--- config.mk ---
export PLATFORM = sky130hd
export DESIGN_NAME = pwm_timebase
export DESIGN_NICKNAME = d
export VERILOG_FILES = /design/src/rtl/pwmtb_pkg.sv /design/src/rtl/pwmtb_shadow.sv /design/src/rtl/pwmtb_counter.sv /design/src/rtl/pwmtb_events.sv /design/src/rtl/pwm_timebase.sv
export SDC_FILE = /design/constraint.sdc
export NUM_CORES = 1
export LEC_CHECK = 0
export CAP_MARGIN = 20
export CORE_UTILIZATION = 37
export DETAILED_ROUTE_END_ITERATION = 8
export DONT_BUFFER_PORTS = 1
export PLACE_DENSITY = 0.53
export RECOVER_POWER = 50
export SLEW_MARGIN = 20
export SYNTH_ARGS = -nofsm -noshare
export SYNTH_HDL_FRONTEND = slang
export SYNTH_SLANG_ARGS = --single-unit
--- constraint.sdc ---
create_clock -name clk -period 4.05 [get_ports clk]
set_input_delay 0.81 -clock clk [delete_from_list [all_inputs] [get_ports clk]]
set_output_delay 0.81 -clock clk [all_outputs]
set_load 0.005 [all_outputs]
--- src/rtl/pwmtb_pkg.sv ---
package pwmtb_pkg;
   typedef enum logic {
      SYNC_SRC_ZERO = 1'b0,
      SYNC_SRC_PASS = 1'b1
   } sync_src_e;

   localparam int CNT_W_MIN = 2;
   localparam int CNT_W_MAX = 32;
endpackage

--- src/rtl/pwmtb_shadow.sv ---
module pwmtb_shadow #(
   parameter int W = 16
) (
   input  logic         clk,
   input  logic         rst_n,
   input  logic         wr,
   input  logic [W-1:0] wdata,
   input  logic         load,
   output logic [W-1:0] active_q
);
   logic [W-1:0] shadow_q;

   always_ff @(posedge clk) begin
      if (!rst_n) begin
         shadow_q <= '0;
         active_q <= '0;
      end else begin
         if (wr)
            shadow_q <= wdata;
         if (load)
            active_q <= shadow_q;
      end
   end
endmodule

--- src/rtl/pwmtb_counter.sv ---
module pwmtb_counter #(
   parameter int W = 16
) (
   input  logic         clk,
   input  logic         rst_n,
   input  logic [W-1:0] period,
   input  logic [W-1:0] phase,
   input  logic         phase_take,
   output logic [W-1:0] cnt_q
);
   logic at_top;
   assign at_top = (cnt_q >= period);

   always_ff @(posedge clk) begin
      if (!rst_n)
         cnt_q <= '0;
      else if (phase_take)
         cnt_q <= phase;
      else if (at_top)
         cnt_q <= '0;
      else
         cnt_q <= cnt_q + 1'b1;
   end
endmodule

--- src/rtl/pwmtb_events.sv ---
module pwmtb_events #(
   parameter int W            = 16,
   parameter bit SYNC_OUT_REG = 1'b1
) (
   input  logic         clk,
   input  logic         rst_n,
   input  logic [W-1:0] cnt,
   input  logic [W-1:0] cmp,
   input  logic         sync_in,
   input  logic         sync_sel,
   output logic         pwm_a,
   output logic         zero_irq,
   output logic         sync_out
);
   import pwmtb_pkg::*;

   logic      ev_zero;
   logic      ev_cmp;
   logic      sync_next;
   sync_src_e src;

   assign ev_zero   = (cnt == '0);
   assign ev_cmp    = (cnt == cmp);
   assign src       = sync_src_e'(sync_sel);
   assign sync_next = (src == SYNC_SRC_PASS) ? sync_in : ev_zero;

   always_ff @(posedge clk) begin
      if (!rst_n) begin
         pwm_a    <= 1'b0;
         zero_irq <= 1'b0;
      end else begin
         zero_irq <= ev_zero;
         if (ev_cmp)
            pwm_a <= 1'b0;
         else if (ev_zero)
            pwm_a <= 1'b1;
      end
   end

   generate
      if (SYNC_OUT_REG) begin : g_sync_reg
         always_ff @(posedge clk) begin
            if (!rst_n)
               sync_out <= 1'b0;
            else
               sync_out <= sync_next;
         end
      end else begin : g_sync_comb
         assign sync_out = rst_n & sync_next;
      end
   endgenerate
endmodule

--- src/rtl/pwm_timebase.sv ---
module pwm_timebase #(
   parameter int CNT_W        = 16,
   parameter bit SYNC_OUT_REG = 1'b1
) (
   input  logic             clk,
   input  logic             rst_n,
   input  logic             prd_wr,
   input  logic [CNT_W-1:0] prd_wdata,
   input  logic             cmp_wr,
   input  logic [CNT_W-1:0] cmp_wdata,
   input  logic             phs_wr,
   input  logic [CNT_W-1:0] phs_wdata,
   input  logic             phase_en,
   input  logic             sync_sel,
   input  logic             sync_in,
   output logic [CNT_W-1:0] cnt_o,
   output logic             pwm_a,
   output logic             zero_irq,
   output logic             sync_out
);
   import pwmtb_pkg::*;

   generate
      if (CNT_W < CNT_W_MIN || CNT_W > CNT_W_MAX) begin : g_bad_width
         $error("pwm_timebase: CNT_W out of range");
      end
   endgenerate

   logic [CNT_W-1:0] prd_act;
   logic [CNT_W-1:0] cmp_act;
   logic [CNT_W-1:0] phs_q;
   logic             at_zero;
   logic             phase_take;

   assign at_zero    = (cnt_o == '0);
   assign phase_take = phase_en & sync_in;

   always_ff @(posedge clk) begin
      if (!rst_n)
         phs_q <= '0;
      else if (phs_wr)
         phs_q <= phs_wdata;
   end

   pwmtb_shadow #(.W(CNT_W)) u_prd (
      .clk      (clk),
      .rst_n    (rst_n),
      .wr       (prd_wr),
      .wdata    (prd_wdata),
      .load     (at_zero),
      .active_q (prd_act)
   );

   pwmtb_shadow #(.W(CNT_W)) u_cmp (
      .clk      (clk),
      .rst_n    (rst_n),
      .wr       (cmp_wr),
      .wdata    (cmp_wdata),
      .load     (at_zero),
      .active_q (cmp_act)
   );

   pwmtb_counter #(.W(CNT_W)) u_cnt (
      .clk        (clk),
      .rst_n      (rst_n),
      .period     (prd_act),
      .phase      (phs_q),
      .phase_take (phase_take),
      .cnt_q      (cnt_o)
   );

   pwmtb_events #(.W(CNT_W), .SYNC_OUT_REG(SYNC_OUT_REG)) u_evt (
      .clk      (clk),
      .rst_n    (rst_n),
      .cnt      (cnt_o),
      .cmp      (cmp_act),
      .sync_in  (sync_in),
      .sync_sel (sync_sel),
      .pwm_a    (pwm_a),
      .zero_irq (zero_irq),
      .sync_out (sync_out)
   );
endmodule

==> results.sh <==
export IMPL_crit_required_ns=4.32
export IMPL_fin_crit_ns=2.37
export IMPL_startpoint="u_cnt.cnt_q[0]"
export IMPL_synth_distinct_cells=33
export IMPL_grt_pass1_wl_um=14400
export IMPL_fin_util_pct=41.9
export IMPL_place_hpwl_um=6520
export IMPL_rr_worst_depth=7
export IMPL_synth_compound_area_share_pct=3.85
export IMPL_area_growth_pct=8.67
export IMPL_core_um2=11000
export IMPL_first_pass_iters=4
export IMPL_post_cts_setup_buffers=0
export IMPL_final_hold_viol_count=0
export IMPL_ios=75
export IMPL_critPathSlowestCell="dfxtp_1"
export IMPL_violations="max-capacitance violations, max-slew violations"
export IMPL_rr_startpoint="u_cnt.cnt_q[0]"
export IMPL_p_switching_uw=632
export IMPL_worst_pin_slew_ns=1.64
export IMPL_antenna_cells=0
export IMPL_cts_hold_buf=0
export IMPL_leakagePower_nw=1.94
export IMPL_critPathBufInv=1
export IMPL_setup_viol=0
export IMPL_die_w_um=109
export IMPL_wirelength_um=9050
export IMPL_slew_headroom_pct=-9.36
export IMPL_sw_frac_of_total_pct=26.6
export IMPL_critPathCapture="u_cnt.cnt_q[4]"
export IMPL_grt_pass1_vias=2812
export IMPL_drtIter0Drc=96
export IMPL_std_cell_rows=38
export IMPL_power_density_nw_per_um2=513
export IMPL_max_clock_path_buffers=2
export IMPL_seq_area_frac_synth_pct=46.6
export IMPL_timing_rr_end="u_cnt.cnt_q[4]"
export IMPL_rsz0062_at_grt="false"
export IMPL_synth_fa_ha_area_share_pct=5.29
export IMPL_ir_worst_vdd_mv=0.284
export IMPL_remaining_drc_errors=0
export IMPL_fmax_mhz=421
export IMPL_fillers=1124
export IMPL_clock_sinks=99
export IMPL_cp_depth=7
export IMPL_path_max_fanout=15
export IMPL_synth_mux_area_share_pct=18.8
export IMPL_antenna_found_initial=0
export IMPL_crit_type="reg -> reg"
export IMPL_synth_area_um2=4260
export IMPL_cts_root_buf="clkbuf_16"
export IMPL_avgRoutedWirePerCell_um=15.7
export IMPL_final_cell_mix="dfxtp_1 (99), nor2_1 (85), mux2i_1 (80)"
export IMPL_synth_xor_area_share_pct=6.17
export IMPL_clkPwrFrac_pct=35.6
export IMPL_cts_made_buffers=9
export IMPL_cts_tree="built"
export IMPL_crit_path_cell_trace="inv_1 -> ha_1 -> nand2b_4 -> a2111o_1 -> a31oi_1 -> nand2_1 -> o21ai_0"
export IMPL_start_util_pct=38.6
export IMPL_port_buffers=0
export IMPL_syn_num_nets=517
export IMPL_synth_edf_count=0
export IMPL_r2r_setup_slack_ns=1.68
export IMPL_grt_ovfl_total=0
export IMPL_pwr_share_seq_pct=47.4
export IMPL_mostFrequentLayoutCell="dfxtp_1"
export IMPL_postCtsResizedCells=0
export IMPL_drtAntennaViolNets=0
export IMPL_finalCritPeriodShare_pct=58.6
export IMPL_die_area_um2=11900
export IMPL_dieHeight_um=109
export IMPL_viasPerCell=4.99
export IMPL_slowest_delay_ns=0.56
export IMPL_track_usage_pct=16.2
export IMPL_intPower_mw=1.74
export IMPL_ys_flop_type="dfxtp_1"
export IMPL_synth_top_family_by_area="multiplexers"
export IMPL_synth_simple_gate_area_share_pct=14.8
export IMPL_critPathLaunchType="flip-flop"
export IMPL_outcome="complete, but fails checks"
export IMPL_path_delay_family="compound AO/OA/AOI/OAI gates"
export IMPL_crit_arrival_ns=2.64
export IMPL_path_clk_slew_ns=0.06
export IMPL_p_comb_share_pct=17.0
export IMPL_num_vias=2877
export IMPL_synth_warnings=0
export IMPL_grt_max_degree=84
export IMPL_synth_cells=443
export IMPL_async_flop_share_pct=0
export IMPL_nNetsFinal=506
export IMPL_max_cap_violations=1
export IMPL_finClkSkew_ns=0.00540
export IMPL_drive_gt1_share_pct=4.36
export IMPL_postSynthAreaPerCell_um2=9.61
export IMPL_p_total_mw=2.37
export IMPL_ys_ff_latch=99
export IMPL_h_tree_depth=3
export IMPL_hp_class="reg -> reg"
export IMPL_critPathCaptureType="flip-flop"
export IMPL_fin_setup_tns_ns=0
export IMPL_gp_congestion=0.815
export IMPL_slew_viol_final=84
export IMPL_clock_latency_ns=0.35
how the worst min path moves through the flow:
stage          startpoint              end  depth (start not counted)
6_report        phs_q[11]  u_cnt.cnt_q[11]                          2
5_1_grt          phs_q[9]   u_cnt.cnt_q[9]                          2
4_1_cts          phs_q[7]   u_cnt.cnt_q[7]                          2
3_5_place_dp    phs_q[11]  u_cnt.cnt_q[11]                          2
3_3_place_gp    phs_q[11]  u_cnt.cnt_q[11]                          2
2_1_floorplan   phs_q[15]  u_cnt.cnt_q[15]                          2
metrics by stage:
| stage | setup slack [ns] | cells | hold WS (ns) | instance area, µm² |
|---|---|---|---|---|
| floorplan | 2.05 | 443 | 0.424 | 4260 |
| global placement | 1.76 | 560 | 0.442 | 4330 |
| detailed placement | 1.72 | 560 | 0.444 | 4330 |
| CTS | 1.70 | 575 | 0.454 | 4620 |
| global route | 1.44 | 576 | 0.471 | 4630 |
| finish | 1.68 | 576 | 0.451 | 4630 |
layer usage:
layer / GRT usage [%] / up-vias / routed length [µm]
li1: - / 1468 / -
met1: 19.9 / 1331 / 4130
met2: 25.2 / 65 / 4040
met3: 6.10 / 13 / 689
met4: 7.43 / 0 / 191
met5: 0 / - / 0
cell families (layout without fill, tap and decap cells):
logic type	count (synthesis)	count (layout)
DFF	99	99
muxes	80	80
xor gates and xnor gates	30	30
adders and majority gates	18	18
AOI/OAI and AO/OA	28	28
buffers and inverters	44	37
and+or+nand+nor	144	144
state kept, by name (all words and copies together), names as in the netlist, 16 cells and up:
register	cells
u_cmp.shadow_q	16
phs_q	16
u_cnt.cnt_q	16
u_prd.shadow_q	16
u_cmp.active_q	16
u_prd.active_q	16
power groups by stage:
stage	registers (mW)	clock network (mW)	logic, mW
after floorplan	1.12	0	0.382
after global placement	1.15	0	0.404
after detailed placement	1.15	0	0.409
after CTS	1.13	0.877	0.411
after global routing	1.14	0.910	0.454
final	1.13	0.845	0.405
worst reg2reg max path: cells and delay by family (launching register included):
family                     cells  cell delay (ns)
AOI/OAI and AO/OA              3             0.86
adders and majority gates      1             0.31
buffers and inverters          1             0.12
DFF                            1             0.56
and+or+nand+nor                2             0.45
synth_stat cells, drive strengths merged (3+ instances only):
cell type	number	area, µm²
clkbuf	13	48.8
nor3	3	15.0
nand4	12	75.1
ha	18	225
nand2	24	90.1
o21ai	17	88.8
inv	19	71.3
dfxtp	99	1980
xor2	11	96.3
nor2	85	319
mux2i	80	801
a21oi	5	25.0
xnor2	19	166
nor4	3	18.8
nand3	7	35.0
buf	12	71.3
layout make-up:
| class | count | area, µm² | share of cell area (%) |
|---|---|---|---|
| Inverter | 19 | 71.3 | 1.54 |
| Timing Repair Buffer | 3 | 20.0 | 0.433 |
| Tap cell | 140 | 175 | 3.79 |
| Clock buffer | 11 | 243 | 5.25 |
| Sequential cell | 99 | 1980 | 42.8 |
| Multi-Input combinational cell | 300 | 2080 | 45.0 |
| Clock inverter | 4 | 51.3 | 1.11 |
Note: power is estimated with default switching activity, not from simulation.
